## src/rtl/hz_pkg.sv

```systemverilog
package hz_pkg;
  typedef enum logic [1:0] {
    FWD_RF  = 2'b00,
    FWD_MEM = 2'b01,
    FWD_WB  = 2'b10
  } fwd_sel_e;
endpackage

```

## src/rtl/hz_src_match.sv

```systemverilog
module hz_src_match #(
  parameter int REG_W = 5
) (
  input  logic [REG_W-1:0] src_i,
  input  logic [REG_W-1:0] ex_rd_i,
  input  logic             ex_we_i,
  input  logic             ex_load_i,
  input  logic [REG_W-1:0] mem_rd_i,
  input  logic             mem_we_i,
  output logic             hit_ex_o,
  output logic             hit_ex_load_o,
  output logic             hit_mem_o
);
  logic src_nz;

  // register 0 is hard-wired to zero: never a dependency
  assign src_nz        = |src_i;
  assign hit_ex_o      = src_nz && ex_we_i && (ex_rd_i == src_i);
  assign hit_ex_load_o = hit_ex_o && ex_load_i;
  assign hit_mem_o     = src_nz && mem_we_i && (mem_rd_i == src_i);
endmodule

```

## src/rtl/hz_fwd_reg.sv

```systemverilog
module hz_fwd_reg
  import hz_pkg::*;
(
  input  logic       clk_i,
  input  logic       rst_ni,
  input  logic       clr_i,
  input  logic       hit_ex_i,
  input  logic       hit_mem_i,
  output logic [1:0] sel_o
);
  fwd_sel_e sel_d, sel_q;

  // decode-time compare; producer in execute is in memory next cycle
  always_comb begin
    if (clr_i)          sel_d = FWD_RF;
    else if (hit_ex_i)  sel_d = FWD_MEM;
    else if (hit_mem_i) sel_d = FWD_WB;
    else                sel_d = FWD_RF;
  end

  always_ff @(posedge clk_i or negedge rst_ni) begin
    if (!rst_ni) sel_q <= FWD_RF;
    else         sel_q <= sel_d;
  end

  assign sel_o = sel_q;
endmodule

```

## src/rtl/hz_stall_flush.sv

```systemverilog
module hz_stall_flush #(
  parameter int NUM_SRC = 2
) (
  input  logic [NUM_SRC-1:0] load_hit_i,
  input  logic               br_taken_i,
  output logic               if_hold_o,
  output logic               id_hold_o,
  output logic               ex_bubble_o,
  output logic               if_flush_o,
  output logic               id_flush_o,
  output logic               ex_flush_o,
  output logic               sel_clr_o
);
  logic stall;

  // a redirect discards the consumer anyway, so flush wins over stall
  assign stall       = (|load_hit_i) && !br_taken_i;
  assign if_hold_o   = stall;
  assign id_hold_o   = stall;
  assign ex_bubble_o = stall;
  assign if_flush_o  = br_taken_i;
  assign id_flush_o  = br_taken_i;
  assign ex_flush_o  = br_taken_i;
  assign sel_clr_o   = stall || br_taken_i;
endmodule

```

## src/rtl/pipe_hazard_unit.sv

```systemverilog
module pipe_hazard_unit #(
  parameter int NUM_SRC = 2,
  parameter int REG_W   = 5
) (
  input  logic                          clk_i,
  input  logic                          rst_ni,
  input  logic [NUM_SRC-1:0][REG_W-1:0] id_src_i,
  input  logic [REG_W-1:0]              ex_rd_i,
  input  logic                          ex_we_i,
  input  logic                          ex_load_i,
  input  logic [REG_W-1:0]              mem_rd_i,
  input  logic                          mem_we_i,
  input  logic                          mem_br_taken_i,
  output logic [NUM_SRC-1:0][1:0]       fwd_sel_o,
  output logic                          if_hold_o,
  output logic                          id_hold_o,
  output logic                          ex_bubble_o,
  output logic                          if_flush_o,
  output logic                          id_flush_o,
  output logic                          ex_flush_o
);
  logic [NUM_SRC-1:0] hit_ex, hit_ex_load, hit_mem;
  logic               sel_clr;

  for (genvar k = 0; k < NUM_SRC; k++) begin : g_src
    hz_src_match #(.REG_W(REG_W)) match_i (
      .src_i         (id_src_i[k]),
      .ex_rd_i       (ex_rd_i),
      .ex_we_i       (ex_we_i),
      .ex_load_i     (ex_load_i),
      .mem_rd_i      (mem_rd_i),
      .mem_we_i      (mem_we_i),
      .hit_ex_o      (hit_ex[k]),
      .hit_ex_load_o (hit_ex_load[k]),
      .hit_mem_o     (hit_mem[k])
    );

    hz_fwd_reg sel_i (
      .clk_i     (clk_i),
      .rst_ni    (rst_ni),
      .clr_i     (sel_clr),
      .hit_ex_i  (hit_ex[k]),
      .hit_mem_i (hit_mem[k]),
      .sel_o     (fwd_sel_o[k])
    );
  end

  hz_stall_flush #(.NUM_SRC(NUM_SRC)) ctl_i (
    .load_hit_i  (hit_ex_load),
    .br_taken_i  (mem_br_taken_i),
    .if_hold_o   (if_hold_o),
    .id_hold_o   (id_hold_o),
    .ex_bubble_o (ex_bubble_o),
    .if_flush_o  (if_flush_o),
    .id_flush_o  (id_flush_o),
    .ex_flush_o  (ex_flush_o),
    .sel_clr_o   (sel_clr)
  );
endmodule

```

## config.mk

```make
export PLATFORM = sky130hd
export DESIGN_NAME = pipe_hazard_unit
export DESIGN_NICKNAME = d
export VERILOG_FILES = /design/src/rtl/hz_pkg.sv /design/src/rtl/hz_src_match.sv /design/src/rtl/hz_fwd_reg.sv /design/src/rtl/hz_stall_flush.sv /design/src/rtl/pipe_hazard_unit.sv
export SDC_FILE = /design/constraint.sdc
export NUM_CORES = 1
export LEC_CHECK = 0
export CORE_MARGIN = 2
export CORE_UTILIZATION = 33
export CTS_BUF_LIST = sky130_fd_sc_hd__clkbuf_4 sky130_fd_sc_hd__clkbuf_8 sky130_fd_sc_hd__clkbuf_16
export CTS_CLUSTER_DIAMETER = 200
export CTS_CLUSTER_SIZE = 16
export DETAILED_ROUTE_END_ITERATION = 8
export GPL_TIMING_DRIVEN = 0
export PLACE_DENSITY_LB_ADDON = 0.1
export SYNTH_ARGS = -nofsm -noshare
export SYNTH_HDL_FRONTEND = slang
export SYNTH_SLANG_ARGS = --single-unit
```

## constraint.sdc

```tcl
create_clock -name clk_i -period 2 [get_ports clk_i]
set_input_delay 0.4 -clock clk_i [delete_from_list [all_inputs] [get_ports clk_i]]
set_output_delay 0.4 -clock clk_i [all_outputs]
set_load 0.01 [all_outputs]
```

==> impl_metrics.toml <==
[worst_setup_path]
end_kind = "primary output"
startpoint = "id_src_i[5]"
critPathLaunchType = "input port"
worstPathMaxFanout = 3
worstPathRequired_ns = 1.60
cp.arrival_ns = 1.60
crit_type = "in2out"

[floorplanning]
io_pins = 36
dieWidth_um = 42.75
die_h_um = 42.75
start_util_pct = 36.70
core_area_um2 = 1350
die_area_um2 = 1828
fp-row-count = 13

[finish]
instances_no_fill = 116
area_growth_pct = 116.9
nets = 129
final_cell_area_um2 = 1075
n_antenna_cell = 0
layout-drive-gt1-share_pct = 55.45
largest_reg_flops = 4

[synth]
synth_top_area_cell = "xnor2_1"
ys_ff_latch = 4
synth.avg_cell_area_um2 = 9.715
synth_nets = 77
synth_warnings = 0
synth.distinct_cells = 16
syn_area_um2 = 495.5
synth_top_area_share_pct = 31.82
netlist_top_cells_area = "xnor2_1 (32%), dfrtp_1 (20%), buf_4 (7.6%)"
yosysSeqAreaShare_pct = 20.20
netlist_instances = 51

[status]
status = "complete, but fails checks"
violations = "setup timing"

[sta]
worst_slack_ns = -0.001401
finalCritPeriodShare_pct = 100.1
tightestPinTransition_ns = 0.3248
final-max-slew-violation-count = 0
hold_viol_final = 0
hold_slack_ns = 0.3700
setup_viol = 2
rsz0062_at_grt = "true"
period_minus_slack_ns = 2.001
slew_headroom_pct = 78.23
max_freq_mhz = 499.7

[global_routing]
grtUsageTotal_pct = 18.34
overflow = 0
grt_max_degree = 9
grt_pass1_wl_um = 2477
antenna_found_initial = 0
grt_pass1_vias = 612

[run]
cap_violations = 0

[power]
finalPower_mw = 0.3613
p_per_area_nw_per_um2 = 336.2
peakVddDrop_v = 0.0002282
p_leak_nw = 0.4413

[placement]
port-buffer-count = 35
placed_cells = 101
pre_cts_ws_ns = -1.066
hpwl_um = 1116
place_area_um2 = 864.6
gp_congestion = 0.7377

[clocking]
clockBufferDepth = 2
cts-buffers-inserted = 3
cts_tree = "done"
cts_root_buffer = "clkbuf_4"
h-tree-depth = 1
cts_hold_buf = 0
path_clk_slew_ns = 0.04
cts.sinks = 4

[detailed_routing]
vias_per_cell = 4.897
drt_pre_antenna_iters = 4
ant_nets = 0
routed_wl_um = 1565
drt-initial-drc-count = 6
drcViolationCount = 0
num_vias = 568
wl_per_cell_um = 13.49

[worst_hold_path]
hp-class = "in2async"
final cells by class:
type | instances | area [um2]
well taps | 15 | 18.77
flip-flops and latches | 4 | 100.1
repair buffers | 47 | 439.2
fillers | 96 | 275.3
clock buffers | 3 | 22.52
multi-input cells | 42 | 449.2
plain buffers | 5 | 45.04
Yosys cell counts:
cell	number
dfrtp_1	4
xor2_1	2
xnor2_1	18
or4b_1	2
or3_1	1
a21oi_1	1
nand4_1	4
nand2b_1	1
buf_4	5
a2111oi_2	2
or3_2	1
nor3_1	2
nor2_4	2
nand2_1	2
or4_4	2
nor3_2	2
critical path: stages:
cell and delay [ns]:
buf_2 0.12, xnor2_1 0.17, nand4_1 0.16, or3_4 0.38
a21oi_4 0.18, buf_6 0.12, buf_6 0.08
metrics by stage:
stage	TNS [ns]	utilization, %
after floorplan	0	-
after global placement	-3.411	64.04
after detailed placement	-3.597	64.04
after CTS	0	71.64
after global routing	-0.1030	79.61
final	-0.002075	79.61
where the power goes:
part           switching, mW  internal [mW]  leakage (nW)
Clock                 0.0352         0.0673        0.0138
Sequential          0.000184         0.0819        0.0558
Combinational         0.0668          0.110         0.372
cell families (layout without fill, tap and decap cells):
kind of cell,Yosys count,in the layout,share of synthesized area [%]
xor+xnor,20,20,35.35
simple gates,19,19,29.80
buf+inv,5,55,7.577
flops,4,4,20.20
compound gates,3,3,7.070
path summary, 6_finish.rpt:
kind | slack [ns] | cells after the start | to
setup / recovery | -0.001 | 7 | id_hold_o
hold / removal | 0.37 | 1 | g_src[1].sel_i.sel_o[0]
max in group asynchronous | 1.46 | 1 | g_src[0].sel_i.sel_o[0]
min in group clk_i | 0.51 | 4 | g_src[0].sel_i.sel_o[1]
cell usage in the layout, fill, tap and decap left out:
cell | Yosys | routed
nor2_4 | 2 | 2
nand2_1 | 2 | 2
xnor2_2 | 0 | 7
buf_4 | 5 | 16
xnor2_1 | 18 | 11
or4_4 | 2 | 2
buf_8 | 0 | 2
a2111oi_4 | 0 | 1
nor3_1 | 2 | 2
nand4_1 | 4 | 4
a2111oi_2 | 2 | 1
nand2b_1 | 1 | 1
or3_4 | 0 | 2
buf_6 | 0 | 13
a21oi_4 | 0 | 1
dfrtp_1 | 4 | 4
buf_2 | 0 | 4
dlygate4sd2_1 | 0 | 2
clkdlybuf4s50_1 | 0 | 15
or4b_1 | 2 | 2
xor2_1 | 2 | 2
nor3_2 | 2 | 1
clkbuf_4 | 0 | 3
nor3_4 | 0 | 1
layer usage:
metal	routed length [um]	GRT usage, %	share of wire [%]
met5	0	0	0
met4	36	11.25	2.3
met3	102	3.404	6.5
met2	899	34.85	57
met1	527	17.69	34
timing repair:
item / 4_1_cts / 5_1_grt
pin swaps: 19 / 6
setup buffers: 13 / 1
gates resized for setup: 91 / 26
endpoints found under the setup margin: 6 / 5
hold endpoints to repair: 0 / 0
Note: power is estimated with default switching activity, not from simulation.
